--- config.mk ---
export PLATFORM = sky130hd
export DESIGN_NAME = prescaled_down_timer
export DESIGN_NICKNAME = d
export VERILOG_FILES = /design/src/rtl/pdt_pkg.sv /design/src/rtl/pdt_ctrl.sv /design/src/rtl/pdt_datapath.sv /design/src/rtl/prescaled_down_timer.sv
export SDC_FILE = /design/constraint.sdc
export NUM_CORES = 1
export LEC_CHECK = 0
export ABC_AREA = 1
export BUFFER_PORTS_ARGS = -buffer_cell sky130_fd_sc_hd__buf_2
export CAP_MARGIN = 20
export CORE_UTILIZATION = 40
export DETAILED_ROUTE_END_ITERATION = 8
export GPL_TIMING_DRIVEN = 0
export PLACE_DENSITY = 0.65
export SETUP_SLACK_MARGIN = 0.2
export SYNTH_ARGS = -nofsm -noshare
export SYNTH_HDL_FRONTEND = slang
export SYNTH_SLANG_ARGS = --single-unit
--- constraint.sdc ---
create_clock -name clk -period 1.9 [get_ports clk]
set_input_delay 0.38 -clock clk [delete_from_list [all_inputs] [get_ports clk]]
set_output_delay 0.38 -clock clk [all_outputs]
set_load 0.03 [all_outputs]
--- src/rtl/pdt_pkg.sv ---
package pdt_pkg;
  localparam int unsigned CNT_W = 8;
  localparam int unsigned PSC_W = 7;
  localparam int unsigned SEL_W = $clog2(PSC_W + 1);
  localparam int unsigned BUS_W = 8;

  localparam logic [1:0] ADDR_CTRL = 2'd0;
  localparam logic [1:0] ADDR_CNT  = 2'd1;
  localparam logic [1:0] ADDR_PSC  = 2'd2;

  typedef struct packed {
    logic             srcTick;
    logic             pscWr;
    logic             cntWr;
    logic             initOn;
    logic [SEL_W-1:0] tapSel;
    logic [BUS_W-1:0] wrData;
  } pdt_strobe_t;
endpackage

--- src/rtl/pdt_ctrl.sv ---
module pdt_ctrl
  import pdt_pkg::*;
#(
  parameter int unsigned DIV_RATIO = 12
) (
  input  logic             clk,
  input  logic             rstN,
  input  logic [1:0]       regAddr,
  input  logic             regWrEn,
  input  logic [BUS_W-1:0] regWrData,
  input  logic             extPin,
  input  logic             zeroHit,
  input  logic [CNT_W-1:0] cntVal,
  input  logic [PSC_W-1:0] pscVal,
  output pdt_strobe_t      strobe,
  output logic [BUS_W-1:0] regRdData,
  output logic             irqOut
);
  localparam int unsigned DIV_W = (DIV_RATIO > 1) ? $clog2(DIV_RATIO) : 1;
  localparam logic [DIV_W-1:0] DIV_LAST = DIV_W'(DIV_RATIO - 1);

  logic             zeroFlag;
  logic             irqEn;
  logic             modeHi;
  logic             extSel;
  logic             initBit;
  logic [SEL_W-1:0] tapSel;

  logic             syncA, syncB, syncPrev;
  logic             extTick;
  logic [DIV_W-1:0] divCnt;
  logic             divTick;
  logic             ctrlWr;

  assign ctrlWr = regWrEn && (regAddr == ADDR_CTRL);

  // external pin: two-flop synchroniser, then rising-edge detect
  always_ff @(posedge clk or negedge rstN) begin
    if (!rstN) begin
      syncA    <= 1'b0;
      syncB    <= 1'b0;
      syncPrev <= 1'b0;
    end else begin
      syncA    <= extPin;
      syncB    <= syncA;
      syncPrev <= syncB;
    end
  end
  assign extTick = syncB && !syncPrev;

  // internal fixed divider
  always_ff @(posedge clk or negedge rstN) begin
    if (!rstN) divCnt <= '0;
    else if (divCnt == DIV_LAST) divCnt <= '0;
    else divCnt <= divCnt + 1'b1;
  end
  assign divTick = (divCnt == DIV_LAST);

  // status/control register
  always_ff @(posedge clk or negedge rstN) begin
    if (!rstN) begin
      irqEn   <= 1'b0;
      modeHi  <= 1'b0;
      extSel  <= 1'b0;
      initBit <= 1'b0;
      tapSel  <= '0;
    end else if (ctrlWr) begin
      irqEn   <= regWrData[6];
      modeHi  <= regWrData[5];
      extSel  <= regWrData[4];
      initBit <= regWrData[3];
      tapSel  <= regWrData[SEL_W-1:0];
    end
  end

  // zero flag: set by hardware, cleared only by a written 0; set wins
  always_ff @(posedge clk or negedge rstN) begin
    if (!rstN) zeroFlag <= 1'b0;
    else if (zeroHit) zeroFlag <= 1'b1;
    else if (ctrlWr && !regWrData[7]) zeroFlag <= 1'b0;
  end

  always_comb begin
    strobe.srcTick = extSel ? extTick : divTick;
    strobe.pscWr   = regWrEn && (regAddr == ADDR_PSC);
    strobe.cntWr   = regWrEn && (regAddr == ADDR_CNT);
    strobe.initOn  = initBit;
    strobe.tapSel  = tapSel;
    strobe.wrData  = regWrData;
  end

  always_comb begin
    unique case (regAddr)
      ADDR_CTRL: regRdData = {zeroFlag, irqEn, modeHi, extSel, initBit, tapSel};
      ADDR_CNT:  regRdData = cntVal;
      ADDR_PSC:  regRdData = {{(BUS_W-PSC_W){1'b0}}, pscVal};
      default:   regRdData = '0;
    endcase
  end

  assign irqOut = zeroFlag && irqEn;

  a_r6_zero_sets_flag: assert property (@(posedge clk) disable iff (!rstN)
    zeroHit |=> zeroFlag);
  a_r8_flag_sticky: assert property (@(posedge clk) disable iff (!rstN)
    (zeroFlag && !(ctrlWr && !regWrData[7])) |=> zeroFlag);
  a_r9_ext_single_pulse: assert property (@(posedge clk) disable iff (!rstN)
    extTick |=> !extTick);
endmodule

--- src/rtl/pdt_datapath.sv ---
module pdt_datapath
  import pdt_pkg::*;
(
  input  logic             clk,
  input  logic             rstN,
  input  pdt_strobe_t      strobe,
  output logic [CNT_W-1:0] cntVal,
  output logic [PSC_W-1:0] pscVal,
  output logic             zeroHit
);
  localparam logic [PSC_W-1:0] PSC_ONES = '1;
  localparam logic [CNT_W-1:0] CNT_ONE  = CNT_W'(1);

  logic [PSC_W:0] tapVec;
  logic           tapEdge;
  logic           cntStep;

  // tap 0 is the prescaler input itself; tap k+1 fires when bits k..0 borrow
  assign tapVec[0] = strobe.srcTick;
  for (genvar k = 0; k < PSC_W; k++) begin : g_tap
    assign tapVec[k+1] = strobe.srcTick && (pscVal[k:0] == '0);
  end
  assign tapEdge = tapVec[strobe.tapSel];

  always_ff @(posedge clk or negedge rstN) begin
    if (!rstN) pscVal <= PSC_ONES;
    else if (!strobe.initOn) pscVal <= PSC_ONES;
    else if (strobe.pscWr) pscVal <= strobe.wrData[PSC_W-1:0];
    else if (strobe.srcTick) pscVal <= pscVal - 1'b1;
  end

  assign cntStep = tapEdge && strobe.initOn && !strobe.cntWr;

  always_ff @(posedge clk or negedge rstN) begin
    if (!rstN) cntVal <= '1;
    else if (strobe.cntWr) cntVal <= strobe.wrData[CNT_W-1:0];
    else if (cntStep) cntVal <= cntVal - 1'b1;
  end

  assign zeroHit = cntStep && (cntVal == CNT_ONE);

  a_r2_psc_held: assert property (@(posedge clk) disable iff (!rstN)
    !strobe.initOn |=> (pscVal == PSC_ONES));
  a_r4_psc_step: assert property (@(posedge clk) disable iff (!rstN)
    (strobe.initOn && strobe.srcTick && !strobe.pscWr)
      |=> (pscVal == PSC_W'($past(pscVal) - 1'b1)));
  a_r8_wrap: assert property (@(posedge clk) disable iff (!rstN)
    (cntStep && cntVal == '0) |=> (cntVal == '1));
  a_r10_write_wins: assert property (@(posedge clk) disable iff (!rstN)
    strobe.cntWr |=> (cntVal == $past(strobe.wrData[CNT_W-1:0])));
  a_r2_cnt_frozen: assert property (@(posedge clk) disable iff (!rstN)
    (!strobe.initOn && !strobe.cntWr) |=> $stable(cntVal));
endmodule

--- src/rtl/prescaled_down_timer.sv ---
module prescaled_down_timer
  import pdt_pkg::*;
#(
  parameter int unsigned DIV_RATIO = 12
) (
  input  logic       clk,
  input  logic       rstN,
  input  logic [1:0] regAddr,
  input  logic       regWrEn,
  input  logic [7:0] regWrData,
  output logic [7:0] regRdData,
  input  logic       extPin,
  output logic       irqOut
);
  pdt_strobe_t      strobe;
  logic [CNT_W-1:0] cntVal;
  logic [PSC_W-1:0] pscVal;
  logic             zeroHit;

  pdt_ctrl #(.DIV_RATIO(DIV_RATIO)) ctrl_i (
    .clk       (clk),
    .rstN      (rstN),
    .regAddr   (regAddr),
    .regWrEn   (regWrEn),
    .regWrData (regWrData),
    .extPin    (extPin),
    .zeroHit   (zeroHit),
    .cntVal    (cntVal),
    .pscVal    (pscVal),
    .strobe    (strobe),
    .regRdData (regRdData),
    .irqOut    (irqOut)
  );

  pdt_datapath dp_i (
    .clk     (clk),
    .rstN    (rstN),
    .strobe  (strobe),
    .cntVal  (cntVal),
    .pscVal  (pscVal),
    .zeroHit (zeroHit)
  );
endmodule

Word-level counts from Yosys, hierarchy flattened
Cells that the tools add are included.

Add/subtract/negate cells: 3. Reduce and logical (&&, ||, !) cells: 28. Eq/ne operators: 5. Muxes and demuxes: 12. Bitwise gates (word level): 1. $lt $le $gt $ge: 1.

Operators by type and width (count): one-hot mux 8 bit (3 select lines) (1); 2-to-1 mux 7 bit (3); logical AND 1 bit (16); 2-to-1 mux 8 bit (2); == test 8 x 1 -> 1 bit, second input constant (1); subtractor 8 x 1 -> 8 bit, second input constant (1); zero test 7 bit (1); subtractor 7 x 1 -> 7 bit, second input constant (1); zero test 6 bit (1); zero test 5 bit (1); adder 4 x 1 -> 4 bit, second input constant (1); == test 4 bit, second input constant (1); zero test 2 bit (2); zero test 4 bit (1); less-than comparator 3 x 4 -> 1 bit, second input constant (1); 2-to-1 mux 1 bit (4); 2-to-1 mux 4 bit (1); nonzero test 2 bit (2); binary-select mux 1 bit (select 3 bit) (1); zero test 1 bit (3); zero test 3 bit (1); inequality test 3 x 1 -> 1 bit, second input constant (1); == test 2 x 1 -> 1 bit, second input constant (1); == test 2 bit, second input constant (1); inverter 1 bit (1).

Logic and storage cells: 62. Register bits: 30. Bits of input ports: 14. Output and inout bits: 9.

Logic depth before layout (Yosys ltp)
Depth in word-level cells: 10. Depth in mapped cells: 10. Gate-level depth less buffers: 10.

Modules after synthesis
A second synthesis with hierarchy kept.

Cells, all modules: 287. Area total of the unflattened synthesis: 2021.9 um^2.

By module, submodules not included: pdt_datapath (seq. area each 394.1 um^2, times used 1, cells an instance 176, area each 1166.1 um^2); pdt_ctrl (seq. area each 375.4 um^2, times used 1, cells an instance 111, area each 855.8 um^2).

Worst setup path before layout
No wires, ideal clock.

Path type: in2out. Start point: input port regAddr[0]. End point: output port regRdData[7]. Path slack: 0.180 ns. Arrival: 1.340 ns. Stages: 4. Data required time: 1.520 ns. Path buffers: 0. Cell sequence: inv_2 -> nor2_4 -> inv_1 -> o21ai_0.

Longest elaborated chain between the ends: 2. Elaborated cells on any way between the ends: 4. Those cells by class: eq/ne: 2; mux: 1; reduce/logical: 1.

Ends and longest elaborated chain: from (decl) (line prescaled_down_timer.sv:8) `input logic [1:0] regAddr,`; == test 2 bit (tied with other cells) (line pdt_ctrl.sv:93) `unique case (regAddr)`; one-hot mux 8 bit (3 select lines) (*) (line pdt_ctrl.sv:93); to (decl) (line prescaled_down_timer.sv:11) `output logic [7:0] regRdData,`.

Every way passes the cells marked *; elsewhere a longest branch is shown, timed or not.

Worst setup path in the final report
Start point: register dp_i.pscVal[0]. End point: output port regRdData[0].

Longest elaborated chain between the ends: 1.

Ends and longest elaborated chain: from (decl) (line pdt_datapath.sv:8) `output logic [PSC_W-1:0] pscVal,`; from (signal assigned) (line pdt_datapath.sv:28) `else if (strobe.pscWr) pscVal <= strobe.wrData[PSC_W-1:0];`; from (signal assigned) (line pdt_datapath.sv:29) `else if (strobe.srcTick) pscVal <= pscVal - 1'b1;`; one-hot mux 8 bit (3 select lines) (line pdt_ctrl.sv:93).

Every way passes these cells.

==> out/qor.log <==
qor: status.outcome finished clean
qor: synth.synthesis.nets 291
qor: critical_path.critical_register_to_register_path_endpoint dp_i.pscVal[6]$_DFFE_PN1P_
qor: pwr.vdd_ir_drop_max 0.606 mV
qor: timing.fmaxAchievable 571 MHz
qor: timing.timing.setup.tns 0 ps
qor: cts.clock_sinks 30
qor: floorplanning.boundaryPins 23
qor: floorplanning.floorplan.core_area 4720 um2
qor: finish.layout-drive-gt1-share 0.292
qor: critical_path.worst-r2r-cell-count 8
qor: detailed_routing.drt_first_iter_violations 79
qor: critical_path.critical_path_class reg -> out
qor: timing.timing.final.max_slew_violations 0
qor: cts.cts_root_buffer sky130_fd_sc_hd__clkbuf_8
qor: detailed_routing.detail-route-antenna-nets 0
qor: synth.synth.yosys.seq_area_share 0.390
qor: critical_path.worstSetupStartpointType flop
qor: timing.min_period 1750 ps
qor: global_routing.grt_max_degree 31
qor: floorplanning.chipWidth 72.2 um
qor: critical_path.r2r-start dp_i.pscVal[0]$_DFFE_PN1P_
qor: finish.antenna_cells_inserted 0
qor: cts.ctsHtreeMaxLevel 2
qor: critical_path.worst_ep_arrival_time 1370 ps
qor: floorplanning.std_cell_rows 25
qor: detailed_routing.drt_wl_total 4.98 mm
qor: synth.synth_area 1970 um2
qor: detailed_routing.route.vias.total 1,861
qor: global_routing.globalRouteTotalUtil 0.212
qor: critical_path.critPathRequiredTime 1520 ps
qor: finish.final_common_cell sky130_fd_sc_hd__nand2_1
qor: place.dp.cells 361
qor: detailed_routing.avgRoutedWirePerCell 13.3 um
qor: finish.layout-area-overhead-vs-synth 21.8%
qor: global_routing.first_global_vias 1,806
qor: timing.fin_crit_sh 0.922
qor: floorplanning.floorplan.initialDensity 0.417
qor: timing.max_clock_skew 5.35 ps
qor: place.place_ws 143 ps
qor: synth.number_of_standard_cells_after_synthesis 272
qor: detailed_routing.post_drt_via_cell_ratio 4.96
qor: synth.post_synth.cell_area_avg 7.25 um2
qor: critical_path.critPathMaxStageDelay 560 ps
qor: floorplanning.die_height 72.2 um
qor: place.dpl.hpwl 3.77 mm
qor: timing.setup_slack 149 ps
qor: cts.clock_tree.buffer_depth 2
qor: critical_path.critPathCaptureType output pin
qor: place.globalplace.congestion 0.875
qor: pwr.leakagePower 1.19 nW
qor: synth.yosys_register_bits 30
qor: finish.non_filler_instance_count_after_layout 375
qor: global_routing.grt_first_pass_wirelength 8.42 mm
qor: finish.commonest_cells_after_routing_fill_and_taps_aside 87 x sky130_fd_sc_hd__nand2_1, 26 x sky130_fd_sc_hd__nand3_1, 25 x sky130_fd_sc_hd__inv_1
qor: cts.clk_pin_slew 70 ps
qor: detailed_routing.dr.pass1.iters 4
qor: critical_path.cp_max_fo 6
qor: floorplanning.die_area 5210 um2
qor: place.placed_area 2160 um2
qor: timing.report.final.setup_viol 0
qor: job.cap_viol_max_count 0
qor: cts.clock_latency 290 ps
qor: cts.cts_tree yes
qor: timing.grt_setup_unrepaired true
qor: global_routing.grt_remaining_overflow 0
qor: pwr.power_density 1270 nW/um2
qor: critical_path.crit_path_top_delay_cell sky130_fd_sc_hd__dfstp_2
qor: worst_hold_path.holdCritPathClass in -> async
qor: timing.whs 124 ps
qor: cts.tritoncts.num_buffers 5
qor: timing.max_slew_margin 0.540
qor: timing.tightestPinTransition 691 ps
qor: finish.finish.net_count 326
qor: finish.final_area 2400 um2
qor: critical_path.timing.reg2reg.setup_slack 260 ps
qor: global_routing.antenna_found_initial 0
qor: detailed_routing.remaining_drc_errors 0
qor: timing.number_of_endpoints_with_negative_hold_slack_in_the_final_report 0
qor: place.numPortBuffers 22
qor: synth.ys_warn_count 0
qor: critical_path.crit_chain clkinvlp_4, o221ai_2, buf_6
qor: cts.post_cts_hold_buffer_count 0
qor: synth.ys_types 28
## cell usage after synthesis (all sizes together)
library cell	count	share of area
a31oi	3	0.0095
nand2	93	0.19
or2	1	0.0032
nand4	2	0.0063
a22oi	1	0.0038
ha	5	0.032
xnor2	2	0.0089
buf	5	0.019
xor2	2	0.0089
inv	34	0.065
nand3	28	0.080
a21oi	5	0.013
and3	1	0.0032
dfrtp	15	0.19
o21ai	30	0.084
nor2	23	0.054
dfstp	15	0.20
o221ai	7	0.031
## cell type report
cell class | instances | area (um2)
Inverter | 34 | 131
Multi-Input combinational cell | 203 | 1090
Fill cell | 432 | 2320
Clock buffer | 6 | 82.6
Buffer | 5 | 40.0
Clock inverter | 2 | 12.5
Timing Repair Buffer | 28 | 191
Sequential cell | 30 | 769
Tap cell | 67 | 83.8
## flip-flops by register name, indices dropped and copies added (netlist names)
name,flops
ctrl_i.syncPrev,1
ctrl_i.divCnt,4
ctrl_i.irqEn,1
ctrl_i.tapSel,3
dp_i.cntVal,8
ctrl_i.modeHi,1
ctrl_i.initBit,1
ctrl_i.syncA,1
ctrl_i.syncB,1
ctrl_i.zeroFlag,1
ctrl_i.extSel,1
dp_i.pscVal,7
## power by group
group | internal [W] | switching (W)
registers | 0.000906 | 0.000168
clock network | 0.000291 | 0.000269
logic | 0.000570 | 0.000839
## stage by stage
stage          utilization  power (W)
3_3_place_gp         0.458    0.00228
6_report             0.508    0.00304
5_1_grt              0.508    0.00329
2_1_floorplan            -    0.00199
4_1_cts              0.500    0.00299
3_5_place_dp         0.458    0.00230
## metal layers
metal  global-route usage  part of all wire  vias to the layer above  routed length (um)
li1                     -                 -                      957                   -
met1                0.253              0.45                      875                2220
met2                0.378              0.52                       24                2570
met3               0.0403             0.026                        5                 128
met4               0.0806             0.011                        0                  57
met5                    0                 0                        -                   0
## kinds of logic (layout without fill, tap and decap cells)
logic type / after synthesis / in the layout / synth area share
and+or+nand+nor: 148 / 148 / 0.335
AOI/OAI and AO/OA: 46 / 46 / 0.141
buffers and inverters: 39 / 75 / 0.0838
DFF: 30 / 30 / 0.390
adders and majority gates: 5 / 5 / 0.0317
xor gates and xnor gates: 4 / 4 / 0.0178
## worst max-delay path, delay by kind of cell (launching register included)
family	cells	cell delay (ps)
AO/OA/AOI/OAI	1	220
buffers and inverters	2	300
flip-flops	1	560
## worst max-delay path by stage
stage	slack, ps	from	cells past startpoint	end
3_3_place_gp	150	regAddr[1]	5	regRdData[1]
2_1_floorplan	330	regAddr[0]	4	regRdData[0]
6_report	150	dp_i.pscVal[0]$_DFFE_PN1P_	3	regRdData[0]
5_1_grt	110	dp_i.pscVal[0]$_DFFE_PN1P_	3	regRdData[0]
4_1_cts	180	dp_i.pscVal[0]$_DFFE_PN1P_	3	regRdData[0]
3_5_place_dp	140	regAddr[1]	5	regRdData[1]
## repair_timing
| action | in CTS | in global routing |
|---|---|---|
| resized for setup | 19 | 10 |
| cloned | 0 | 0 |
| setup endpoints to repair | 7 | 15 |
| endpoints found under the hold margin | 0 | 0 |
| pin swaps | 2 | 4 |
| buffers inserted | 3 | 3 |
Note: power is estimated with default switching activity, not from simulation.
